**config.mk**
```make
export PLATFORM = sky130hd
export DESIGN_NAME = mash_dsm
export DESIGN_NICKNAME = d
export VERILOG_FILES = /design/src/rtl/mash_dsm.sv
export SDC_FILE = /design/constraint.sdc
export NUM_CORES = 1
export LEC_CHECK = 0
export BUFFER_PORTS_ARGS = -buffer_cell sky130_fd_sc_hd__buf_2
export CORE_ASPECT_RATIO = 0.6
export CORE_MARGIN = 2
export CORE_UTILIZATION = 55
export CTS_BUF_LIST = sky130_fd_sc_hd__clkbuf_2 sky130_fd_sc_hd__clkbuf_4 sky130_fd_sc_hd__clkbuf_8
export CTS_CLUSTER_SIZE = 28
export DETAILED_ROUTE_END_ITERATION = 10
export PLACE_DENSITY = 0.83
export SLEW_MARGIN = 15
export SYNTH_ARGS = -nofsm -noshare
export SYNTH_HDL_FRONTEND = slang
export SYNTH_SLANG_ARGS = --single-unit
```
**constraint.sdc**
```tcl
create_clock -name clk -period 9 [get_ports clk]
set_input_delay 0.45 -clock clk [delete_from_list [all_inputs] [get_ports clk]]
set_output_delay 0.45 -clock clk [all_outputs]
set_load 0.1 [all_outputs]
```
**src/rtl/mash_dsm.sv**
```systemverilog
module mash_dsm #(
  parameter int ACC_W = 16,
  parameter int ORDER = 3,
  parameter int OUT_W = 4
) (
  input  logic                    clk,
  input  logic                    rst_n,
  input  logic                    en,
  input  logic [ACC_W-1:0]        frac_in,
  output logic signed [OUT_W-1:0] code_out
);

  logic [ACC_W-1:0] acc [ORDER];
  logic [ACC_W-1:0] nxt [ORDER];
  logic [ORDER-1:0] cy;
  logic [OUT_W-1:0] sum;

  for (genvar g = 0; g < ORDER; g++) begin : g_stage
    if (g == 0) begin : g_head
      assign {cy[g], nxt[g]} = {1'b0, acc[g]} + {1'b0, frac_in};
    end else begin : g_tail
      assign {cy[g], nxt[g]} = {1'b0, acc[g]} + {1'b0, nxt[g-1]};
    end

    always_ff @(posedge clk or negedge rst_n)
      if (!rst_n)  acc[g] <= '0;
      else if (en) acc[g] <= nxt[g];
  end

  if (ORDER == 1) begin : g_o1
    assign sum = OUT_W'(cy[0]);
  end else if (ORDER == 2) begin : g_o2
    logic c2_d1;
    always_ff @(posedge clk or negedge rst_n)
      if (!rst_n)  c2_d1 <= 1'b0;
      else if (en) c2_d1 <= cy[1];
    assign sum = OUT_W'(cy[0]) + OUT_W'(cy[1]) - OUT_W'(c2_d1);
  end else begin : g_o3
    logic c2_d1, c3_d1, c3_d2;
    always_ff @(posedge clk or negedge rst_n)
      if (!rst_n) begin
        c2_d1 <= 1'b0;
        c3_d1 <= 1'b0;
        c3_d2 <= 1'b0;
      end else if (en) begin
        c2_d1 <= cy[1];
        c3_d1 <= cy[2];
        c3_d2 <= c3_d1;
      end
    assign sum = OUT_W'(cy[0]) + OUT_W'(cy[1]) - OUT_W'(c2_d1)
               + OUT_W'(cy[2]) - OUT_W'({c3_d1, 1'b0}) + OUT_W'(c3_d2);
  end

  always_ff @(posedge clk or negedge rst_n)
    if (!rst_n)  code_out <= '0;
    else if (en) code_out <= sum;

endmodule

```
# Word-level counts from Yosys, hierarchy flattened
# Index checks and enable logic that the tools add are counted.
# totals
reg_bits	55
latch_bits	0
mem_bits_rw	0
rom_bits	0
n_memories	0
# classes
n_addsub	8
n_mul	0
div	0
magnitude_cmp	0
n_eq_ne	0
n_shift	0
mux	0
bitwise	0
reduce_logical	0
# ops
cell	n
16-bit by 16-bit adder with 17-bit output	3
3-bit by 2-bit adder with 4-bit output	1
4-bit by 1-bit adder with 4-bit output	1
4-bit by 2-bit subtractor with 4-bit output	1
2-bit by 1-bit subtractor with 3-bit output	1
1-bit by 1-bit adder with 2-bit output	1

# Logic depth before layout (Yosys ltp)
# Gate-level depths: netlist of run 1.
# depth
depth_word	7
ltp_mapped	24

# Least setup slack after synthesis of run 1
# Ideal clock, no wire load.
# synth_path
kind	input to register
startpoint	input port frac_in[0]
endpoint	register code_out[2]
arrival_time_ns	5.237
t_required_ns	8.875
slack_ns	3.638
cell_stages	24
path_buffers	0
path_cell_list	ha_1 -> fa_1 -> a211oi_1 -> nor2_1 -> o21a_1 -> nor2_1 -> xnor2_1 -> ha_1 -> a2111oi_0 -> o21a_1 -> a21oi_2 -> a31oi_1 -> xnor2_1 -> ha_1 -> and3_1 -> a21o_1 -> a221o_1 -> a21o_1 -> a31o_1 -> fa_1 -> inv_1 -> ha_1 -> xnor2_1 -> mux2_2
# synth_rtl
element	line	source
from (decl)	9	input logic [ACC_W-1:0] frac_in,
to (signal assigned)	56	else if (en) code_out <= sum;
to (decl)	10	output logic signed [OUT_W-1:0] code_out

==> results.md, run 1 <==
- Area delta synth->final: 7.16%
- CTS tree: built
- Total of max-cap violations: 0
- Area of the multi-input gates: 0.00301 mm^2
- Chip width: 121 um
- Crit share post-route: 64.1%
- Hold bufs inserted after CTS: 0
- Post-route insts no fill: 594
- H-tree level count: 2
- FP Rows: 25
- Met3 WL: 583 um
- Top cells by count, synth: 55 x dfrtp_1, 55 x ha_1, 41 x mux2_2
- Gpl congestion: 0.898
- # DRC: 0
- Initial DRC Count: 202
- Seq. cell area: 0.00138 mm^2
- Post-detail-place hpwl: 7.36 mm
- Core Footprint: 0.00788 mm^2
- Asr flop ratio synth: 100%
- Final hold violation count: 0
- Vias per cell: 6.04
- Worst setup SP type: register
- CTS Buf Count: 5
- R2R Setup Slk: 3.23 ns
- Root Buffer: clkbuf_8
- Ports: 23
- Maximum clock path buffer count: 2
- Synth Instances: 465
- Detailed-route via count: 3589
- Post-synth cell types: 55
- Critical Path RT: 9.21 ns
- First-pass GRT wire length: 16.7 mm
- CP Data Arrival Time: 5.99 ns
- Post-Route WL: 9.75 mm
- Worst Tran Pin Value: 0.741 ns
- Finish-stage setup viols: 0
- IO Port Bufs: 22
- Detailed Routing Iterations Pass 1: 4
- Clock sinks: 55
- Synth warnings: 0
- Met1 wire length: 4.77 mm
- CP Max Fanout: 6
- DR top layer: met4
- R2R cell count: 24
- RSZ-0062 raised after global routing: no
- Met2 WL post-DR: 4.29 mm
- Area contributors post-synth: dfrtp_1 31%, ha_1 15%, mux2_2 10%
- Largest net degree at the start of global routing: 59
- GRT Overall Usage: 23.5%
- Slew HR: 50.6%
- Fin Clk Skew: 0.00483 ns
- Initial Utilization: 57.0%
- Cells after DPL: 586
- Syn Area/Cell: 9.66 um^2
- Critical Path Sink Type: register
- Status: finished clean
- Setup bufs post-CTS: 0
- Antenna violations before repair: 0
- CP Class: reg2reg
- Vias in the first global route: 3481
- Max Freq: 173 MHz
- Post-synth EDFFs: 0
- Fill cells: 668
- Inserted Diodes: 0
- Die Y: 74.0 um
- Minimum clock period: 5.77 ns
- Yosys top cell by area: dfrtp_1
- Clock insertion delay at the later pin of the skew report: 0.32 ns
- Synth top area share: 30.6%
- CTS clk-pin slew, worst paths: 0.10 ns
- FF+latch count, synth: 55
- Average wire per standard cell: 16.4 um
- Final Util: 61.0%
- Post-CTS Resized: 0
- Hold Crit Class: in2async
- Final Max Slew Viols: 0
- Top FF cell, synth: dfrtp_1
- Register area share after synthesis: 30.6%
- Mapped Area: 0.00449 mm^2
- Die area: 0.00893 mm^2
- Antenna viol nets, final: 0
- Syn_nets: 544
- Fin Setup TNS: 0 ns
- Gr ovfl total: 0
- Share of post-route cells with drive strength above 1: 17.1%
- Layout Nets: 564
-- cells in the final DEF (no fill, tap or decap), types with 6 or more instances in the layout --
cell type / Yosys / final
clkbuf_8: 0 / 7
o21bai_1: 6 / 6
o21a_1: 9 / 9
xor2_1: 7 / 7
o31ai_1: 6 / 6
mux2_2: 41 / 41
a211oi_1: 7 / 7
inv_1: 17 / 17
a21o_1: 19 / 19
ha_1: 55 / 55
nand3_1: 6 / 6
a21oi_1: 34 / 34
buf_2: 1 / 22
dfrtp_1: 55 / 55
a31oi_1: 6 / 6
nor2_1: 36 / 36
nand2_1: 32 / 32
xnor2_1: 29 / 29
o21ai_0: 21 / 21
-- per-stage QoR --
| step | cell area (um^2) | setup slack (ns) | hold WS (ns) |
|---|---|---|---|
| final | 4810 | 3.23 | 0.256 |
| after global placement | 4710 | 3.24 | 0.460 |
| after floorplan | 4490 | 3.64 | 0.154 |
| after detailed placement | 4710 | 3.10 | 0.466 |
| after global routing | 4810 | 2.90 | 0.332 |
| after CTS | 4810 | 3.24 | 0.292 |
-- state kept, by name (all words and copies together) (netlist names) --
name / count
code_out: 4
acc: 48
g_o3.c2_d1: 1
g_o3.c3_d1: 1
g_o3.c3_d2: 1
-- cell families (layout without fill, tap and decap cells) --
group / Yosys count / in the layout / share of synthesized area [%]
compound gates: 140 / 140 / 21.2
simple gates: 103 / 103 / 10.5
buf+inv: 28 / 49 / 2.37
xor+xnor: 36 / 36 / 7.02
flops: 55 / 55 / 30.6
fa+ha+maj: 60 / 60 / 17.6
mux: 43 / 43 / 10.7
-- metal layers --
metal | track usage (%) | vias up
met3 | 4.52 | 11
met1 | 33.7 | 1723
li1 | - | 1755
met4 | 6.46 | 0
met5 | 0 | -
met2 | 37.0 | 100
-- worst paths after layout --
kind	start	endpoint
setup reg to reg	acc[32]	code_out[2]
setup / recovery	acc[32]	code_out[2]
hold / removal	rst_n	code_out[2]
max in group asynchronous	rst_n	acc[37]
hold reg to reg	code_out[3]	code_out[3]
min in group clk	code_out[3]	code_out[3]
-- cell type report --
type,instances,area share [%]
flip-flops and latches,55,28.6
well taps,108,2.81
inverters,17,1.33
repair buffers,24,2.60
multi-input cells,382,62.5
clock buffers,8,2.16
-- worst max-delay path, stage by stage (launching register included) --
cell	delay [ns]
dfrtp_1	0.40
ha_1	0.22
fa_1	0.43
a211oi_1	0.29
nor2_1	0.11
o21a_1	0.18
nor2_1	0.11
xnor2_1	0.16
ha_1	0.32
a2111oi_0	0.39
o21a_1	0.21
a21oi_2	0.08
a31oi_1	0.22
xnor2_1	0.17
ha_1	0.34
and3_1	0.19
a21o_1	0.18
a221o_1	0.29
a21o_1	0.19
a31o_1	0.24
fa_1	0.40
inv_1	0.07
ha_1	0.15
xnor2_1	0.07
mux2_2	0.26
Power of run 1 is not shown: default switching activity piles up to over one toggle a cycle in this logic, so the estimate is an artifact.
==> run 2: changes to the inputs <==
==> constraint.sdc (replaced) <==
create_clock -name clk -period 5.6 [get_ports clk]
set_input_delay 0.28 -clock clk [delete_from_list [all_inputs] [get_ports clk]]
set_output_delay 0.28 -clock clk [all_outputs]
set_load 0.1 [all_outputs]
==> run 2 against run 1 <==
Net effect:
- fmax is 5.3% higher
- register-to-register slack worse by 3.1 ns
- hold slack worse by 0.16 ns
- critical endpoint unchanged
- largest cell class unchanged
- highest routed layer unchanged
==> results.md, run 2 (synthesized netlist as in run 1, its figures left out) <==
- Clock insertion delay at the later pin of the skew report: 0.33 ns (about the same)
- CP Class: reg2reg
- Area delta synth->final: 14.8%
- Inserted Diodes: 0 (unchanged)
- Worst setup SP type: register
- # DRC: 0 (unchanged)
- Initial Utilization: 57.0% (unchanged)
- Hold Crit Class: in2async
- Crit share post-route: 97.9% (+34 points)
- Antenna viol nets, final: 0 (unchanged)
- Most used cell, CP: xnor2_1
- Root Buffer: clkbuf_8
- CTS tree: built
- Die Y: 74.0 um (unchanged)
- Commonest cells after routing, fill and taps aside: 55 x dfrtp_1, 49 x ha_1, 40 x mux2_2, 35 x nor2_1, 32 x a21oi_1
- Worst Tran Pin Value: 0.766 ns (+0.0245 ns)
- Detailed-route via count: 3698 (+3.0%)
- Max Freq: 182 MHz (+5.3%)
- CP max stage cell: dfrtp_1
- Dpl ws: -0.134 ns (-3.24 ns)
- Slew HR: 48.9% (-1.6 points)
- Total of max-cap violations: 0 (unchanged)
- Final hold violation count: 0 (unchanged)
- H-tree level count: 2 (unchanged)
- Antenna violations before repair: 0 (unchanged)
- Max FFs per register: 48 (unchanged)
- IO Port Bufs: 22 (unchanged)
- Most common cell after layout, fill and taps aside: dfrtp_1
- Ports: 23 (unchanged)
- FP Rows: 25 (unchanged)
- Minimum clock period: 5.48 ns (-0.292 ns)
- Chip width: 121 um (unchanged)
- Finished Cell Area: 0.00516 mm^2 (+7.2%)
- Final worst slack: 0.120 ns (-3.11 ns)
- Top reg by flops: acc
- Die area: 0.00893 mm^2 (unchanged)
- Share of post-route cells with drive strength above 1: 25.3% (+8.3 points)
- Critical Path RT: 5.81 ns (-3.40 ns)
- Post-DP Area: 0.00478 mm^2 (+1.4%)
- GRT Overall Usage: 23.6% (+0.060 points)
- Average wire per standard cell: 17.2 um (+5.0%)
- Vias in the first global route: 3518 (+1.1%)
- CTS Buf Count: 5 (unchanged)
- Largest net degree at the start of global routing: 59 (unchanged)
- Core Footprint: 0.00788 mm^2 (unchanged)
- Post-Route WL: 10.6 mm (+8.3%)
- First-pass GRT wire length: 16.8 mm (+1.0%)
- Initial DRC Count: 276 (+37%)
- RSZ-0062 raised after global routing: yes
- Vias per cell: 6.03 (-0.16%)
- Worst-path cell chain: ha_4 -> fa_2 -> a211oi_2 -> buf_4 -> o21ai_1 -> and2_1 -> nor2_1 -> xnor2_1 -> ha_2 -> nand2_2 -> o21ai_2 -> a31oi_1 -> xnor2_1 -> ha_1 -> buf_4 -> and2_1 -> a221o_1 -> a21o_1 -> a31o_1 -> fa_2 -> inv_2 -> ha_4 -> xnor2_1 -> mux2_4
- Status: finished clean
- Largest regs: acc: 48 flops, code_out: 4 flops
- Hold bufs inserted after CTS: 0 (unchanged)
- Critical Path Sink Type: register
- Gpl congestion: 0.922 (+2.7%)
- Clock sinks: 55 (unchanged)
- Final Max Slew Viols: 0 (unchanged)
- Detailed Routing Iterations Pass 1: 4 (unchanged)
- CTS clk-pin slew, worst paths: 0.10 ns (about the same)
- Layout Nets: 583 (+3.4%)
- Fin Setup TNS: 0 ns (unchanged)
- Maximum clock path buffer count: 2 (unchanged)
- Gr ovfl total: 0 (unchanged)
- CP Data Arrival Time: 5.69 ns (-0.30 ns)
- Slowest stage delay, CP: 0.43 ns (about the same)
- Fin Clk Skew: 0.0122 ns (+0.00740 ns)
- CP Max Fanout: 5 (-1)
- Post-detail-place hpwl: 7.42 mm (+0.72%)
- Finish-stage setup viols: 0 (unchanged)
-- run 2: cell count changes in the layout (fill, tap and decap cells not counted), moves of 2 or more --
| cell | before | now |
|---|---|---|
| clkbuf_8 | 7 | 5 |
| ha_2 | 0 | 3 |
| buf_4 | 2 | 21 |
| o21ai_0 | 21 | 19 |
| ha_4 | 0 | 3 |
| a21oi_1 | 34 | 32 |
| a211oi_1 | 7 | 5 |
| xnor2_2 | 0 | 3 |
| fa_1 | 5 | 3 |
| xnor2_1 | 29 | 26 |
| a211oi_2 | 1 | 3 |
| ha_1 | 55 | 49 |
| fa_2 | 0 | 2 |
| bufinv_16 | 0 | 2 |
-- run 2: per-stage QoR --
step,instances,hold WS (ns),util (%)
after floorplan,465,-0.0156,-
after global placement,595,0.464,60.6
after detailed placement,595,0.472,60.6
after CTS,605,0.120,62.7
after global routing,613,0.152,65.4
final,613,0.0964,65.4
-- run 2: final timing paths --
path	from	endpoint	slack [ns]	depth (start not counted)
max in group asynchronous	rst_n	acc[20]	5.02	2
min in group clk	frac_in[0]	acc[32]	0.35	3
worst max-delay path	acc[32]	code_out[2]	0.12	24
worst min register to register	code_out[3]	code_out[3]	0.49	1
worst min-delay path	rst_n	code_out[0]	0.1	2
worst max register to register	acc[32]	code_out[2]	0.12	24
-- run 2: critical path, delay by kind of cell (launching register included) --
kind,cells,cell delay [ns]
compound gates,7,1.40
xor+xnor,3,0.46
fa+ha+maj,6,1.82
buf+inv,3,0.38
flops,1,0.43
mux,1,0.25
simple gates,4,0.62
-- run 2: layout make-up --
type,count,area [um^2]
tap,108,135
clock inverter,3,67.6
inverter,17,63.8
sequential,55,1380
multi-input combinational,382,3180
clock buffer,5,68.8
timing repair buffer,43,268
fill,635,2730
-- run 2: per-layer routing --
metal	up-vias	global-route usage (%)	part of all wire, %
met5	-	0	0
met4	0	4.26	0.67
met3	11	4.14	5.2
met2	100	37.7	46
met1	1794	34.4	48
li1	1793	-	-
-- run 2: repair_timing --
action                                  CTS  global route
pin swaps                                 2            24
endpoints found under the setup margin    3             4
gates cloned                              0             0
resized for setup                         4            32
setup buffers                             2             8
Power of run 2 is left out for the same reason.
